### config.mk
export PLATFORM = sky130hd
export DESIGN_NAME = rxc_rx_iface
export DESIGN_NICKNAME = d
export VERILOG_FILES = /design/src/rtl/rxc_pkg.sv /design/src/rtl/rxc_coder_det.sv /design/src/rtl/rxc_tie_det.sv /design/src/rtl/rxc_b8zs_dec.sv /design/src/rtl/rxc_rx_iface.sv
export SDC_FILE = /design/constraint.sdc
export NUM_CORES = 1
export LEC_CHECK = 0
export BUFFER_PORTS_ARGS = -buffer_cell sky130_fd_sc_hd__buf_2
export CORE_UTILIZATION = 30
export CTS_BUF_LIST = sky130_fd_sc_hd__clkbuf_16
export CTS_CLUSTER_DIAMETER = 50
export DETAILED_ROUTE_END_ITERATION = 7
export PLACE_DENSITY_LB_ADDON = 0.12
export SLEW_MARGIN = 0
export SYNTH_ARGS = -nofsm -noshare
export SYNTH_HDL_FRONTEND = slang
export SYNTH_SLANG_ARGS = --single-unit
### constraint.sdc
create_clock -name clk -period 2.8 [get_ports clk]
set_input_delay 0.56 -clock clk [delete_from_list [all_inputs] [get_ports clk]]
set_output_delay 0.56 -clock clk [all_outputs]
set_load 0.05 [all_outputs]
### src/rtl/rxc_pkg.sv
package rxc_pkg;
    localparam int SUB_LEN = 8;

    typedef struct packed {
        logic mark;
        logic viol;
    } bit_ent_t;
endpackage

### src/rtl/rxc_coder_det.sv
module rxc_coder_det #(
    parameter int RUN_LEN = 16
) (
    input  logic clk,
    input  logic rst_n,
    input  logic tclk_rise_i,
    input  logic tneg_i,
    output logic coder_o
);
    localparam int CW = $clog2(RUN_LEN + 2);
    localparam logic [CW-1:0] LIMIT = CW'(RUN_LEN + 1);

    typedef struct packed {
        logic [CW-1:0] cnt;
        logic          coder;
    } st_t;

    st_t st_d, st_q;

    always_comb begin
        st_d = st_q;
        if (tclk_rise_i) begin
            if (tneg_i) begin
                st_d.cnt   = (st_q.cnt == LIMIT) ? LIMIT : st_q.cnt + 1'b1;
                st_d.coder = (st_d.cnt == LIMIT);
            end else begin
                st_d.cnt   = '0;
                st_d.coder = 1'b0;
            end
        end
    end

    always_ff @(posedge clk or negedge rst_n) begin
        if (!rst_n) st_q <= '0;
        else        st_q <= st_d;
    end

    assign coder_o = st_q.coder;

    AST_CODER_EXIT: assert property (@(posedge clk) disable iff (!rst_n)
        (tclk_rise_i && !tneg_i) |=> !coder_o);
    AST_CODER_ENTRY_CAUSE: assert property (@(posedge clk) disable iff (!rst_n)
        $rose(coder_o) |-> $past(tclk_rise_i && tneg_i));
endmodule

### src/rtl/rxc_tie_det.sv
module rxc_tie_det #(
    parameter int PERIODS = 8
) (
    input  logic clk,
    input  logic rst_n,
    input  logic rclk_rise_i,
    input  logic mode_i,
    output logic tied_o
);
    localparam int CW = $clog2(PERIODS + 1);
    localparam logic [CW-1:0] CMAX = CW'(PERIODS);

    typedef struct packed {
        logic          mode;
        logic          seen;
        logic [CW-1:0] cnt;
    } st_t;

    st_t  st_d, st_q;
    logic mode_rise;

    assign mode_rise = mode_i & ~st_q.mode;

    always_comb begin
        st_d      = st_q;
        st_d.mode = mode_i;
        if (rclk_rise_i) begin
            if (st_q.seen || mode_rise)
                st_d.cnt = (st_q.cnt == CMAX) ? CMAX : st_q.cnt + 1'b1;
            else
                st_d.cnt = '0;
            st_d.seen = 1'b0;
        end else if (mode_rise) begin
            st_d.seen = 1'b1;
        end
    end

    always_ff @(posedge clk or negedge rst_n) begin
        if (!rst_n) st_q <= '0;
        else        st_q <= st_d;
    end

    assign tied_o = (st_q.cnt == CMAX);

    AST_TIE_ON_RCLK: assert property (@(posedge clk) disable iff (!rst_n)
        $rose(tied_o) |-> $past(rclk_rise_i));
    AST_TIE_DROP: assert property (@(posedge clk) disable iff (!rst_n)
        (rclk_rise_i && !st_q.seen && !(mode_i && !st_q.mode)) |=> !tied_o);
endmodule

### src/rtl/rxc_b8zs_dec.sv
module rxc_b8zs_dec
    import rxc_pkg::*;
(
    input  logic clk,
    input  logic rst_n,
    input  logic strobe_i,
    input  logic pos_i,
    input  logic neg_i,
    input  logic sub_en_i,
    output logic data_o,
    output logic bpv_o
);
    typedef struct packed {
        bit_ent_t [SUB_LEN-1:0] win;
        logic                   lp;
        logic                   data;
        logic                   bpv;
    } st_t;

    st_t  st_d, st_q;
    logic mark_in;

    function automatic logic is_sub(input bit_ent_t [SUB_LEN-1:0] w);
        return !w[0].mark && !w[1].mark && !w[2].mark &&
               w[3].mark &&  w[3].viol && w[4].mark && !w[4].viol &&
               !w[5].mark &&
               w[6].mark &&  w[6].viol && w[7].mark && !w[7].viol;
    endfunction

    assign mark_in = pos_i | neg_i;

    always_comb begin
        st_d = st_q;
        if (strobe_i) begin
            st_d.data = st_q.win[0].mark;
            st_d.bpv  = st_q.win[0].viol;
            for (int i = 0; i < SUB_LEN - 1; i++)
                st_d.win[i] = st_q.win[i+1];
            st_d.win[SUB_LEN-1].mark = mark_in;
            st_d.win[SUB_LEN-1].viol = mark_in && (pos_i == st_q.lp);
            if (mark_in) st_d.lp = pos_i;
            if (sub_en_i && is_sub(st_d.win)) st_d.win = '0;
        end
    end

    always_ff @(posedge clk or negedge rst_n) begin
        if (!rst_n) st_q <= '0;
        else        st_q <= st_d;
    end

    assign data_o = st_q.data;
    assign bpv_o  = st_q.bpv;

    AST_BPV_ON_MARK: assert property (@(posedge clk) disable iff (!rst_n)
        bpv_o |-> data_o);
    AST_DEC_HOLD: assert property (@(posedge clk) disable iff (!rst_n)
        !strobe_i |=> $stable({data_o, bpv_o}));
endmodule

### src/rtl/rxc_rx_iface.sv
module rxc_rx_iface #(
    parameter int CODER_RUN   = 16,
    parameter int TIE_PERIODS = 8
) (
    input  logic clk,
    input  logic rst_n,
    input  logic rclk_i,
    input  logic rx_pos_i,
    input  logic rx_neg_i,
    input  logic tclk_i,
    input  logic tneg_i,
    input  logic host_mode_i,
    input  logic edge_sel_i,
    input  logic mode_i,
    output logic rx_data_o,
    output logic rx_neg_o,
    output logic coder_o,
    output logic b8zs_o
);
    typedef struct packed {
        logic rclk;
        logic tclk;
        logic pos;
        logic neg;
    } st_t;

    st_t  st_d, st_q;
    logic rclk_rise, rclk_fall, tclk_rise, strobe;
    logic dec_data, dec_bpv, coder, tied;

    assign rclk_rise = rclk_i & ~st_q.rclk;
    assign rclk_fall = ~rclk_i & st_q.rclk;
    assign tclk_rise = tclk_i & ~st_q.tclk;
    assign strobe    = (host_mode_i && edge_sel_i) ? rclk_fall : rclk_rise;

    always_comb begin
        st_d      = st_q;
        st_d.rclk = rclk_i;
        st_d.tclk = tclk_i;
        if (strobe) begin
            st_d.pos = rx_pos_i;
            st_d.neg = rx_neg_i;
        end
    end

    always_ff @(posedge clk or negedge rst_n) begin
        if (!rst_n) st_q <= '0;
        else        st_q <= st_d;
    end

    rxc_coder_det #(.RUN_LEN(CODER_RUN)) i_coder (
        .clk        (clk),
        .rst_n      (rst_n),
        .tclk_rise_i(tclk_rise),
        .tneg_i     (tneg_i),
        .coder_o    (coder)
    );

    rxc_tie_det #(.PERIODS(TIE_PERIODS)) i_tie (
        .clk        (clk),
        .rst_n      (rst_n),
        .rclk_rise_i(rclk_rise),
        .mode_i     (mode_i),
        .tied_o     (tied)
    );

    rxc_b8zs_dec i_dec (
        .clk     (clk),
        .rst_n   (rst_n),
        .strobe_i(strobe),
        .pos_i   (rx_pos_i),
        .neg_i   (rx_neg_i),
        .sub_en_i(coder & tied),
        .data_o  (dec_data),
        .bpv_o   (dec_bpv)
    );

    assign rx_data_o = coder ? dec_data : st_q.pos;
    assign rx_neg_o  = coder ? dec_bpv  : st_q.neg;
    assign coder_o   = coder;
    assign b8zs_o    = tied;

    AST_HW_RISE_ONLY: assert property (@(posedge clk) disable iff (!rst_n)
        (!host_mode_i && rclk_fall) |=> $stable({st_q.pos, st_q.neg}));
    AST_HOST_FALL_ONLY: assert property (@(posedge clk) disable iff (!rst_n)
        (host_mode_i && edge_sel_i && rclk_rise) |=> $stable({st_q.pos, st_q.neg}));
    AST_HOST_RISE_ONLY: assert property (@(posedge clk) disable iff (!rst_n)
        (host_mode_i && !edge_sel_i && rclk_fall) |=> $stable({st_q.pos, st_q.neg}));
endmodule

==> flow_summary.yaml <==
sta:
  finalSetupViolCount: 0
  min_period_over_period_pct: 70.1
  rsz0062_at_grt: "no"
  fmax_mhz: 509
  slew_headroom_pct: 48.6
  maxSlewViolCount: 0
  hold_viol_final: 0
  timing.hold.ws_ps: 360
  finClkSkew_ps: 4.25
  setup_tns_ps: 0
  fin_crit_ps: 1960
  worst_pin_slew_ps: 771
synth:
  avgSynthCellArea_sq_um: 10.6
  synth.area.top_cells: "dfrtp_1, nand2_1, a22o_1"
  syn-num-nets: 162
  async_reset_ff_share_pct: 100
  synth_edf_count: 0
  synth_area_sq_um: 1570
  synthFlopType: "dfrtp_1"
  synth_top_area_cell: "dfrtp_1"
  ys_seq_area_share_pct: 55.7
  synth_seq_cells: 35
  ys_warn_count: 0
  synth.most_common_cell: "nand2_1"
  synth_top_area_share_pct: 55.7
  synth_common_cells: "nand2_1, dfrtp_1, a22o_1"
  synth_cells: 148
  synth_cell_types: 37
critical_path:
  worst_ep_required_time_ps: 2240
  criticalPathCategory: "flop to output pin"
  critPathMaxFanout: 5
  crit_chain: "inv_1, ha_1, and3b_1, buf_2"
  ff2ff_path_depth: 4
  arrival_ps: 1400
  crit_slowest_cell: "dfrtp_1"
  end_kind: "output pin"
  cp-start-kind: "flop"
  cpPeakStageDelay_ps: 420
power_and_ir_drop:
  power.total_uw: 1490
  vdd_drop_max_v: 0.000341
  p_comb_share_pct: 19.2
  p_per_area_nw_per_um2: 806
  p_seq_share_pct: 46.5
  swShare_pct: 29.8
  p_leak_uw: 0.000874
  intPower_uw: 1050
  p_sw_uw: 445
  clkPwrFrac_pct: 34.2
placement:
  io_buffer_count: 13
  dpl_cell_area_sq_um: 1720
  dpl.hpwl_um: 2010
  gp_congestion: 0.819
clock_network:
  cts_buffer_depth: 2
  clock-sinks: 35
  postCtsHoldBufs: 0
  clk_latency_ps: 270
  tritoncts: "yes"
  cts_root_buf: "clkbuf_16"
  cts_resized: 0
  cts_buffers: 5
  clkTransAtPathRegs_ps: 50
  cts_max_level: 2
  post_cts_buffers: 0
status:
  status: "finished, final reports clean"
finish:
  fillers: 488
  drive_gt1_share_pct: 16.8
  area.growth.synth_to_final_pct: 17.8
  fin_area_sq_um: 1850
  fin_nets: 180
  diodes: 0
floorplan:
  start_util_pct: 32.2
  ios: 14
  rows: 25
  core_sq_um: 4880
  die-area_sq_um: 5540
  die_w_um: 74.4
  die_h_um: 74.4
flow_run:
  drv_cap: 0
detailed_routing:
  dr.pass1.iters: 4
  drc: 0
  via_per_inst: 4.70
  wire_per_inst_um: 12.4
  vias: 1099
  drt.antenna.violating_nets: 0
  routed_wl_um: 2900
  dr.first_iter.drc_count: 48
global_route:
  antenna_found_initial: 0
  grt_pass1_wl_um: 5300
  track_usage_pct: 13.0
  first_global_vias: 1111
  grt_start_max_net_pins: 36
  overflow: 0
hold_path:
  hold_class: "input port to async pin"
[layout by cell type, fill, tap and decap left out, types with 3 or more instances in the layout]
cell | Yosys | layout
nand3_1 | 4 | 4
clkbuf_16 | 0 | 5
dfrtp_1 | 35 | 35
a22o_1 | 11 | 11
nand2_1 | 38 | 38
a21oi_1 | 3 | 3
ha_1 | 4 | 4
buf_2 | 2 | 13
o21ai_0 | 8 | 8
nor2_1 | 3 | 3
inv_1 | 6 | 8
[sequential cells by signal, indices dropped and copies added, names as in the netlist]
register,count
i_tie.st_q,6
st_q,4
i_dec.bpv_o,1
i_dec.data_o,1
i_dec.st_q,17
i_coder.st_q,5
i_coder.coder_o,1
[per-stage QoR]
stage / util, % / setup slack, ps / instances
2_1_floorplan: - / 954 / 148
3_5_place_dp: 35.2 / 921 / 226
4_1_cts: 38.0 / 812 / 234
6_report: 38.0 / 836 / 234
5_1_grt: 38.0 / 729 / 234
3_3_place_gp: 35.2 / 958 / 226
[final cells by class]
cell class | count | area (sq um) | share of cell area, %
inverters | 6 | 22.5 | 1.22
well taps | 67 | 83.8 | 4.52
repair buffers | 14 | 72.6 | 3.92
flip-flops and latches | 35 | 876 | 47.3
clock buffers | 5 | 125 | 6.75
multi-input cells | 104 | 661 | 35.7
clock inverters | 3 | 12.5 | 0.675
[worst max-delay path, delay by kind of cell, from the launching register on]
family	cells	cell delay, ps
fa+ha+maj	1	140
buf+inv	2	360
flops	1	420
simple gates	1	210
[power by group through the flow]
stage | registers [uW] | clock network, uW | logic [uW]
finish | 695 | 511 | 287
global route | 711 | 549 | 328
CTS | 693 | 531 | 293
detailed placement | 699 | 0 | 294
global placement | 700 | 0 | 284
floorplan | 677 | 0 | 221
[per-layer routing]
layer | up-vias | track usage, % | wire length, um
li1 | 560 | - | -
met1 | 508 | 18.4 | 1560
met2 | 22 | 18.0 | 1160
met3 | 9 | 3.79 | 116
met4 | 0 | 6.71 | 70
met5 | - | 0 | 0
[logic make-up (layout without fill, tap and decap cells)]
| family | Yosys count | in the layout | synth area share, % |
|---|---|---|---|
| AO/OA/AOI/OAI | 33 | 33 | 16.1 |
| XOR/XNOR | 4 | 4 | 2.23 |
| adder cells (fa/ha/maj) | 4 | 4 | 3.18 |
| buffers and inverters | 9 | 28 | 2.31 |
| flip-flops | 35 | 35 | 55.7 |
| multiplexers | 2 | 2 | 1.43 |
| AND/OR/NAND/NOR | 61 | 61 | 19.1 |
[final timing paths]
path / from / endpoint / slack [ps]
max: i_tie.st_q[0] / b8zs_o / 840
min: rst_n / i_dec.st_q[17] / 360
max reg2reg: st_q[3] / i_dec.st_q[7] / 1110
min reg2reg: st_q[0] / st_q[0] / 470
max in group asynchronous: rst_n / i_coder.st_q[1] / 1940
min in group clk: mode_i / i_tie.st_q[5] / 410
Note: power is estimated with default switching activity, not from simulation.
